### config.mk
export PLATFORM = sky130hd
export DESIGN_NAME = pbk_block_irq
export DESIGN_NICKNAME = d
export VERILOG_FILES = /design/src/rtl/pbk_pkg.sv /design/src/rtl/pbk_term_calc.sv /design/src/rtl/pbk_byte_counter.sv /design/src/rtl/pbk_irq_flags.sv /design/src/rtl/pbk_block_irq.sv
export SDC_FILE = /design/constraint.sdc
export NUM_CORES = 1
export LEC_CHECK = 0
export BUFFER_PORTS_ARGS = -buffer_cell sky130_fd_sc_hd__buf_2
export CAP_MARGIN = 20
export CORE_MARGIN = 3
export CORE_UTILIZATION = 55
export CTS_CLUSTER_DIAMETER = 120
export CTS_CLUSTER_SIZE = 8
export DETAILED_ROUTE_END_ITERATION = 8
export HOLD_SLACK_MARGIN = 0.12
export PLACE_DENSITY = 0.76
export SETUP_SLACK_MARGIN = 0.4
export SLEW_MARGIN = 20
export SYNTH_ARGS = -nofsm -noshare
export SYNTH_HDL_FRONTEND = slang
export SYNTH_SLANG_ARGS = --single-unit
### constraint.sdc
create_clock -name clk -period 8.3 [get_ports clk]
set_input_delay 0.83 -clock clk [delete_from_list [all_inputs] [get_ports clk]]
set_output_delay 0.83 -clock clk [all_outputs]
set_load 0.01 [all_outputs]
### src/rtl/pbk_pkg.sv
package pbk_pkg;
    localparam int BASE_W    = 16;
    localparam int MAX_SHIFT = 2;
    localparam int TERM_W    = BASE_W + MAX_SHIFT;

    typedef enum logic {
        ST_IDLE = 1'b0,
        ST_RUN  = 1'b1
    } play_st_e;

    // 16-bit linear formats carry two bytes per channel per frame
    function automatic logic [1:0] frame_shift(input logic [2:0] code, input logic two_ch);
        logic wide;
        wide = (code == 3'd2) || (code == 3'd6);
        return wide ? (2'd1 + {1'b0, two_ch}) : {1'b0, two_ch};
    endfunction
endpackage

### src/rtl/pbk_term_calc.sv
module pbk_term_calc
    import pbk_pkg::*;
(
    input  logic [7:0]        base_hi,
    input  logic [7:0]        base_lo,
    input  logic [2:0]        fmt_code,
    input  logic              stereo,
    output logic [TERM_W-1:0] term
);
    logic [1:0]        sh;
    logic [TERM_W-1:0] base_ext;

    always_comb begin
        sh       = frame_shift(fmt_code, stereo);
        base_ext = TERM_W'({base_hi, base_lo});
        term     = base_ext << sh;
    end
endmodule

### src/rtl/pbk_byte_counter.sv
module pbk_byte_counter
    import pbk_pkg::*;
#(
    parameter int LEN_W = 8
) (
    input  logic              clk,
    input  logic              rst_n,
    input  logic              run,
    input  logic              count_on,
    input  logic              xfer_valid,
    input  logic [LEN_W-1:0]  xfer_len,
    input  logic [TERM_W-1:0] term,
    output logic [LEN_W-1:0]  grant,
    output logic              done
);
    logic [TERM_W-1:0] count_q;
    logic [TERM_W-1:0] remain;
    logic [TERM_W-1:0] len_ext;
    logic [TERM_W-1:0] sum;

    always_comb begin
        remain  = (count_q < term) ? (term - count_q) : '0;
        len_ext = TERM_W'(xfer_len);
        grant   = '0;
        if (run && xfer_valid) begin
            if (!count_on)
                grant = xfer_len;
            else if (len_ext <= remain)
                grant = xfer_len;
            else
                grant = remain[LEN_W-1:0];
        end
        sum  = count_q + TERM_W'(grant);
        done = run && count_on && (grant != '0) && (sum == term);
    end

    always_ff @(posedge clk or negedge rst_n) begin
        if (!rst_n)
            count_q <= '0;
        else if (!run)
            count_q <= '0;
        else if (count_on && grant != '0)
            count_q <= done ? '0 : sum;
    end


    grant_clip_chk: assert property (@(posedge clk) disable iff (!rst_n)
        grant <= xfer_len);


    wrap_zero_chk: assert property (@(posedge clk) disable iff (!rst_n)
        done |=> (count_q == '0));
endmodule

### src/rtl/pbk_irq_flags.sv
module pbk_irq_flags (
    input  logic clk,
    input  logic rst_n,
    input  logic done,
    input  logic stat_wr,
    input  logic flag_wr,
    input  logic flag_pi,
    output logic irq,
    output logic int_flag,
    output logic pi_flag
);
    logic pi_drop;

    always_comb pi_drop = flag_wr && pi_flag && !flag_pi;

    always_ff @(posedge clk or negedge rst_n) begin
        if (!rst_n) begin
            irq      <= 1'b0;
            int_flag <= 1'b0;
            pi_flag  <= 1'b0;
        end else if (done) begin
            irq      <= 1'b1;
            int_flag <= 1'b1;
            pi_flag  <= 1'b1;
        end else if (stat_wr) begin
            irq      <= 1'b0;
            int_flag <= 1'b0;
            pi_flag  <= 1'b0;
        end else begin
            if (flag_wr)
                pi_flag <= flag_pi;
            if (pi_drop) begin
                irq      <= 1'b0;
                int_flag <= 1'b0;
            end
        end
    end


    done_raise_chk: assert property (@(posedge clk) disable iff (!rst_n)
        done |=> (irq && int_flag && pi_flag));


    stat_clear_chk: assert property (@(posedge clk) disable iff (!rst_n)
        (stat_wr && !done) |=> (!irq && !int_flag && !pi_flag));


    flag_clear_chk: assert property (@(posedge clk) disable iff (!rst_n)
        (pi_drop && !stat_wr && !done) |=> (!irq && !int_flag));


    no_self_raise_chk: assert property (@(posedge clk) disable iff (!rst_n)
        (!done && !irq) |=> !irq);
endmodule

### src/rtl/pbk_block_irq.sv
module pbk_block_irq
    import pbk_pkg::*;
#(
    parameter int LEN_W = 8
) (
    input  logic             clk,
    input  logic             rst_n,
    input  logic             play_en,
    input  logic             cnt_en,
    input  logic [7:0]       base_hi,
    input  logic [7:0]       base_lo,
    input  logic [2:0]       fmt_code,
    input  logic             stereo,
    input  logic             xfer_valid,
    input  logic [LEN_W-1:0] xfer_len,
    output logic [LEN_W-1:0] xfer_grant,
    output logic             dma_req,
    input  logic             stat_wr,
    input  logic             flag_wr,
    input  logic             flag_pi,
    output logic             irq,
    output logic             int_flag,
    output logic             pi_flag
);
    play_st_e          state_q, state_d;
    logic [TERM_W-1:0] term;
    logic              running;
    logic              blk_done;

    always_comb begin
        state_d = state_q;
        unique case (state_q)
            ST_IDLE: if (play_en)  state_d = ST_RUN;
            ST_RUN:  if (!play_en) state_d = ST_IDLE;
            default: state_d = ST_IDLE;
        endcase
    end

    always_ff @(posedge clk or negedge rst_n) begin
        if (!rst_n) state_q <= ST_IDLE;
        else        state_q <= state_d;
    end

    always_comb begin
        running = (state_q == ST_RUN);
        dma_req = running;
    end

    pbk_term_calc u_term (
        .base_hi  (base_hi),
        .base_lo  (base_lo),
        .fmt_code (fmt_code),
        .stereo   (stereo),
        .term     (term)
    );

    pbk_byte_counter #(.LEN_W(LEN_W)) u_cnt (
        .clk        (clk),
        .rst_n      (rst_n),
        .run        (running),
        .count_on   (cnt_en),
        .xfer_valid (xfer_valid),
        .xfer_len   (xfer_len),
        .term       (term),
        .grant      (xfer_grant),
        .done       (blk_done)
    );

    pbk_irq_flags u_flags (
        .clk      (clk),
        .rst_n    (rst_n),
        .done     (blk_done),
        .stat_wr  (stat_wr),
        .flag_wr  (flag_wr),
        .flag_pi  (flag_pi),
        .irq      (irq),
        .int_flag (int_flag),
        .pi_flag  (pi_flag)
    );


    stop_req_chk: assert property (@(posedge clk) disable iff (!rst_n)
        !play_en |=> !dma_req);


    start_req_chk: assert property (@(posedge clk) disable iff (!rst_n)
        play_en |=> dma_req);


    idle_grant_chk: assert property (@(posedge clk) disable iff (!rst_n)
        !dma_req |-> (xfer_grant == '0));


    free_run_chk: assert property (@(posedge clk) disable iff (!rst_n)
        (!cnt_en && dma_req && xfer_valid) |-> (xfer_grant == xfer_len));
endmodule

After elaboration in Yosys (flattened, before gate mapping)
Index checks and enable logic that the tools add are counted.

Input bits: 36. Register bits after elaboration: 21.

Order comparisons: 2. Equal/unequal tests: 4. Multiplexer cells: 15. Add/sub/neg operators: 3. Shift operators: 1. Reductions and logical operators: 12.

Operator list (count): $mux 18 (4); $mux 8 (3); $add 18x8->18 (1); $eq 18x18->1 (1); $le 8x18->1 (1); $lt 18x18->1 (1); $shl 16x2->18 (1); $sub 18x18->18 (1); $reduce_bool 8->1 (1); $logic_and 1x1->1 (7); $mux 1 (7); $reduce_bool 3->1 (2); $eq 3x2->1 const B (1); $eq 3x3->1 const B (1); $add 1x1->2 const A (1); $mux 2 (1); $ne 2x1->1 const B (1); $logic_not 1->1 (1); $logic_or 1x1->1 (1).

Logic depth before layout (Yosys ltp)
Word-level depth: 16. Mapped depth: 41. Gate-level depth less buffers: 37.

Modules after synthesis
From an unflattened synthesis, not the netlist that was laid out.

Cells, all modules: 561. Area, all modules: 4406.7 um^2.

By module, submodules not included: pbk_byte_counter (seq. area each 450.4 um^2, cells each 508, instances 1, area each 3824.9 um^2); pbk_term_calc (seq. area each 0.0 um^2, cells each 44, instances 1, area each 461.7 um^2); pbk_irq_flags (seq. area each 50.0 um^2, cells each 8, instances 1, area each 95.1 um^2); pbk_block_irq (seq. area each 25.0 um^2, cells each 1, instances 1, area each 25.0 um^2).

Least setup slack after synthesis
No wires, ideal clock.

Path kind: input to register. From: input port fmt_code[1]. To: register u_cnt.count_q[16]. Arrival time: 9091 ps. Stages: 39. Data required time: 8175 ps. Setup time: 125 ps. Setup slack: -916 ps. Path through: nor2b_1 > ha_1 > buf_2 > buf_2 > nor2b_1 > a21oi_1 > nor2_1 > fa_1 > a21o_1 > a221o_1 > a31o_1 > o41a_1 > a21bo_2 > clkbuf_1 > nor2b_1 > ha_1 > o21ai_0 > a221o_1 > [3 not listed] > nor3_4 > mux2i_1 > nor2b_1 > ha_1 > inv_1 > fa_1 > nor2b_1 > o31a_1 > o31a_1 > o21ai_1 > a21oi_1 > mux2_2 > a211oi_1 > a2111oi_1 > clkbuf_1 > nor4b_1 > o21ai_0 > o21ai_1.

Word-level cells in the longest chain between the ends: 16. Elaborated cells between the ends (all ways): 22. Classes of those cells: add/sub: 2; order compare: 2; eq/ne: 4; shift: 1; mux: 8; reduce/logical: 5.

RTL lines: start: declaration (RTL line pbk_block_irq.sv:12) `input logic [2:0] fmt_code,`; $eq 3x2->1 / $eq 3x3->1 (equally long branches) (RTL line pbk_pkg.sv:14) `wide = (code == 3'd2) || (code == 3'd6);`; $logic_or 1x1->1 (*) (RTL line pbk_pkg.sv:14); $mux 2 (*) (RTL line pbk_pkg.sv:15) `return wide ? (2'd1 + {1'b0, two_ch}) : {1'b0, two_ch};`; $shl 16x2->18 (*) (RTL line pbk_term_calc.sv:16) `term = base_ext << sh;`; $sub 18x18->18 / $lt 18x18->1 (equally long branches) (RTL line pbk_byte_counter.sv:22) `remain = (count_q < term) ? (term - count_q) : '0;`; $mux 18 (*) (RTL line pbk_byte_counter.sv:22); $le 8x18->1 (RTL line pbk_byte_counter.sv:28) `else if (len_ext <= remain)`; $mux 8 (*) (RTL line pbk_byte_counter.sv:28); $mux 8 (*) (RTL line pbk_byte_counter.sv:26) `if (!count_on)`; $mux 8 (*) (RTL line pbk_byte_counter.sv:25) `if (run && xfer_valid) begin`; net xfer_grant[0] (RTL line pbk_block_irq.sv:16) `output logic [LEN_W-1:0] xfer_grant,`; $add 18x8->18 / $reduce_bool 8->1 (equally long branches) (RTL line pbk_byte_counter.sv:33, pbk_byte_counter.sv:34, pbk_byte_counter.sv:42); $eq 18x18->1 / $logic_and 1x1->1 (equally long branches) (RTL line pbk_byte_counter.sv:34) `done = run && count_on && (grant != '0) && (sum == term);`; $logic_and 1x1->1 (RTL line pbk_byte_counter.sv:34); $mux 18 (RTL line pbk_byte_counter.sv:43) `count_q <= done ? '0 : sum;`; $mux 18 (RTL line pbk_byte_counter.sv:42) `else if (count_on && grant != '0)`; $mux 18 (RTL line pbk_byte_counter.sv:40) `else if (!run)`; end signal: assignment (RTL line pbk_byte_counter.sv:43); end: declaration (RTL line pbk_byte_counter.sv:16) `logic [TERM_W-1:0] count_q;`.

The timed path passes the listed nets; every way through them passes the cells marked *. The select of a mux whose other input is x is not followed. A chain may end at the register's enable or synchronous reset.

Worst setup path after layout
From: input port fmt_code[1]. To: register u_cnt.count_q[4].

Word-level cells in the longest chain between the ends: 16. Elaborated cells between the ends (all ways): 22. Classes of those cells: add/sub: 2; order compare: 2; eq/ne: 4; shift: 1; mux: 8; reduce/logical: 5.

RTL lines (RTL line): $eq 3x2->1 / $eq 3x3->1 (equally long branches) (pbk_pkg.sv:14); $logic_or 1x1->1 (*) (pbk_pkg.sv:14); $mux 2 (*) (pbk_pkg.sv:15); $shl 16x2->18 (*) (pbk_term_calc.sv:16); $sub 18x18->18 / $lt 18x18->1 (equally long branches) (pbk_byte_counter.sv:22); $mux 18 (pbk_byte_counter.sv:22); $le 8x18->1 (pbk_byte_counter.sv:28); $mux 8 (pbk_byte_counter.sv:28); $mux 8 (pbk_byte_counter.sv:26); $mux 8 (pbk_byte_counter.sv:25); $add 18x8->18 / $reduce_bool 8->1 (equally long branches) (pbk_byte_counter.sv:33, pbk_byte_counter.sv:34, pbk_byte_counter.sv:42); $eq 18x18->1 / $logic_and 1x1->1 (equally long branches) (pbk_byte_counter.sv:34); $logic_and 1x1->1 (pbk_byte_counter.sv:34); $mux 18 (pbk_byte_counter.sv:43); $mux 18 (pbk_byte_counter.sv:42); $mux 18 (pbk_byte_counter.sv:40).

Mark *: on every way between the ends. The rest lies on a longest branch, timed or not. The select of a mux whose other input is x is not followed.

==> run metrics <==
first-pass GRT wire length 24960 um; Detailed Routing Iterations Pass 1 9; Syn. warnings 0; Post-synth top cells nand2_1, nor2_1, a21oi_1, ha_1, inv_1; Total Routing Usage GR 0.3735; pre-CTS setup slack -641.8 ps; Die Y 90.09 um; crit path max fanout 7; # Max-Cap Violations 0; Mapped Avg Cell Area 7.625 sq um; CP max stage delay 460 ps; Async SR Flop Fraction 1.000; Starting Density 0.5692; Synth area leaders dfrtp_1, ha_1, xnor2_1, a21oi_1, nand2_1; most numerous cell in the Yosys netlist nand2_1; core area 0.006832 sq mm; Die Span X 90.09 um; gr ovfl total 0; clock sinks 21; VDD IR max 0.0001322 V; M1 WL 6090 um; Mapped Cells 510; met3 wire length 1431 um; hold buffers post-CTS 0; largest net degree at the start of global routing 22; sequential area share after synthesis 0.1351; clock buffer depth 2; Antenna Nets Post-Route 0; met2 wire len 7659 um; worst endpoint data arrival time 8720 ps; worst path bufs/invs 5; Main synth FF type dfrtp_1; Mapped Nets 583; WL final 15700 um; number of global-route vias before repair 5096; unrepaired setup endpoints after global routing true; Rows 30; n_diodes 0; Util after Layout 0.8756; DRC Markers 0; min-delay worst type in2async; Inserted Clock Buffers 3; Die ar. 0.008115 sq mm; critical path's most frequent cell nor2b_4; Largest delay share family, worst path compound AO/OA/AOI/OAI gates; Yosys reg bits 21; share of cells above drive strength 1 0.4360; Post-synth EDFFs 0; dpl cells 756; Synth top area share 0.1351; DR vias 5090; worst setup path startpoint fmt_code[1]; Layout Nets 769; top layer in use met4; CTS tree built; Fmax achieved 117.1 MHz; Starting DRT DRC Count 559; clock slew at reported path FFs 100 ps; setup total negative slack -3632 ps; final instance area 0.005982 sq mm; pin slew with the least headroom to its limit 761.8 ps; worst-skew pair later-pin latency 280 ps; gpl congestion 0.9801; Synth area leader dfrtp_1; max-slew violation count 0; Synth cell types 76; # IOs 48; required time worst endpoint 8480 ps; pwr dens 176.2 mW/mm^2; LEAKAGE 2.588 nW; R2R Path Start u_cnt.count_q[0]; Final period util 1.029; synthesized cell area 0.003889 sq mm; status finished with violations; Setup WS post-layout -241.5 ps; routed len/inst 19.84 um; Area growth syn-to-layout 53.83%; Hold Vio Cnt, Final 0; root buf cell clkbuf_8; H-tree depth 1; Worst slew margin 0.4904; dpl cell area 0.005258 sq mm; vias per std cell 6.435; CP Class in2reg; crit start category input port; violated checks setup timing; Setup crit end kind register; critical path's slowest cell o41a_1; Port Buf Inserts 46; fin cells 791; dpl hpwl 10820 um; min Tclk post-route 8541 ps; final setup vio count 20; antenna violations before repair 0; worst clock skew 4.264 ps
[cells in the final DEF, fill, tap and decap left out, types with 12 or more instances in the layout]
master	netlist	final
ha_1	35	26
inv_1	32	29
a21oi_1	41	32
dfrtp_1	21	21
buf_4	2	143
o21ai_0	30	17
xnor2_1	26	24
o21ai_1	5	12
buf_2	5	44
nand2_1	47	40
nor2_1	46	42
nand3_1	23	20
[timing repair]
item,CTS,global route
pin swaps,48,14
cloned,1,0
setup endpoints to repair,20,20
gates resized for setup,63,23
buffers inserted,18,12
hold endpoints to repair,0,0
[per-stage QoR]
| step | total power, mW | hold WS (ps) |
|---|---|---|
| floorplan | 0.5395 | 491.4 |
| global placement | 0.7962 | 513.3 |
| detailed placement | 0.8233 | 526.1 |
| CTS | 0.9680 | 536.1 |
| global route | 1.115 | 548.7 |
| finish | 1.054 | 518.6 |
[area by class of cell]
| cell class | count | area [sq um] |
|---|---|---|
| clock buffer | 3 | 41.29 |
| multi-input combinational | 438 | 3679 |
| sequential | 21 | 525.5 |
| fill | 362 | 849.6 |
| timing repair buffer | 200 | 1491 |
| tap | 96 | 120.1 |
| inverter | 32 | 120.1 |
| clock inverter | 1 | 5.005 |
[flip-flops by register name, indices dropped and copies added (netlist names)]
register and count:
u_cnt.count_q 18, dma_req 1, u_flags.irq 1, u_flags.pi_flag 1
[kinds of logic after synthesis]
family | count (synthesis) | synth area share
adder cells (fa/ha/maj) | 37 | 0.1229
multiplexers | 23 | 0.07690
AO/OA/AOI/OAI | 156 | 0.2803
AND/OR/NAND/NOR | 189 | 0.2523
XOR/XNOR | 33 | 0.07786
flip-flops | 21 | 0.1351
buffers and inverters | 51 | 0.05470
[metal layers]
| layer | up-vias | track usage |
|---|---|---|
| met4 | 0 | 0.1454 |
| met2 | 342 | 0.6490 |
| met3 | 60 | 0.05021 |
| met1 | 2396 | 0.4673 |
| li1 | 2292 | - |
| met5 | - | 0 |
[report_power, final]
group | internal (mW) | total (mW) | leakage, nW | switching [mW]
Clock | 0.0338 | 0.0806 | 0.0255 | 0.0467
Combinational | 0.412 | 0.846 | 2.28 | 0.434
Sequential | 0.113 | 0.127 | 0.287 | 0.0139
[path summary, 6_finish.rpt]
| check | to | slack [ps] | cells after the start |
|---|---|---|---|
| max in group asynchronous | u_cnt.count_q[3] | 7410 | 1 |
| worst min register to register | u_cnt.count_q[6] | 570 | 1 |
| worst max-delay path | u_cnt.count_q[4] | -240 | 39 |
| worst min-delay path | u_cnt.count_q[16] | 520 | 1 |
| min in group clk | u_cnt.count_q[6] | 570 | 1 |
| worst max register to register | u_cnt.count_q[4] | 590 | 34 |
No activity file was read; power rests on OpenSTA's default activity.
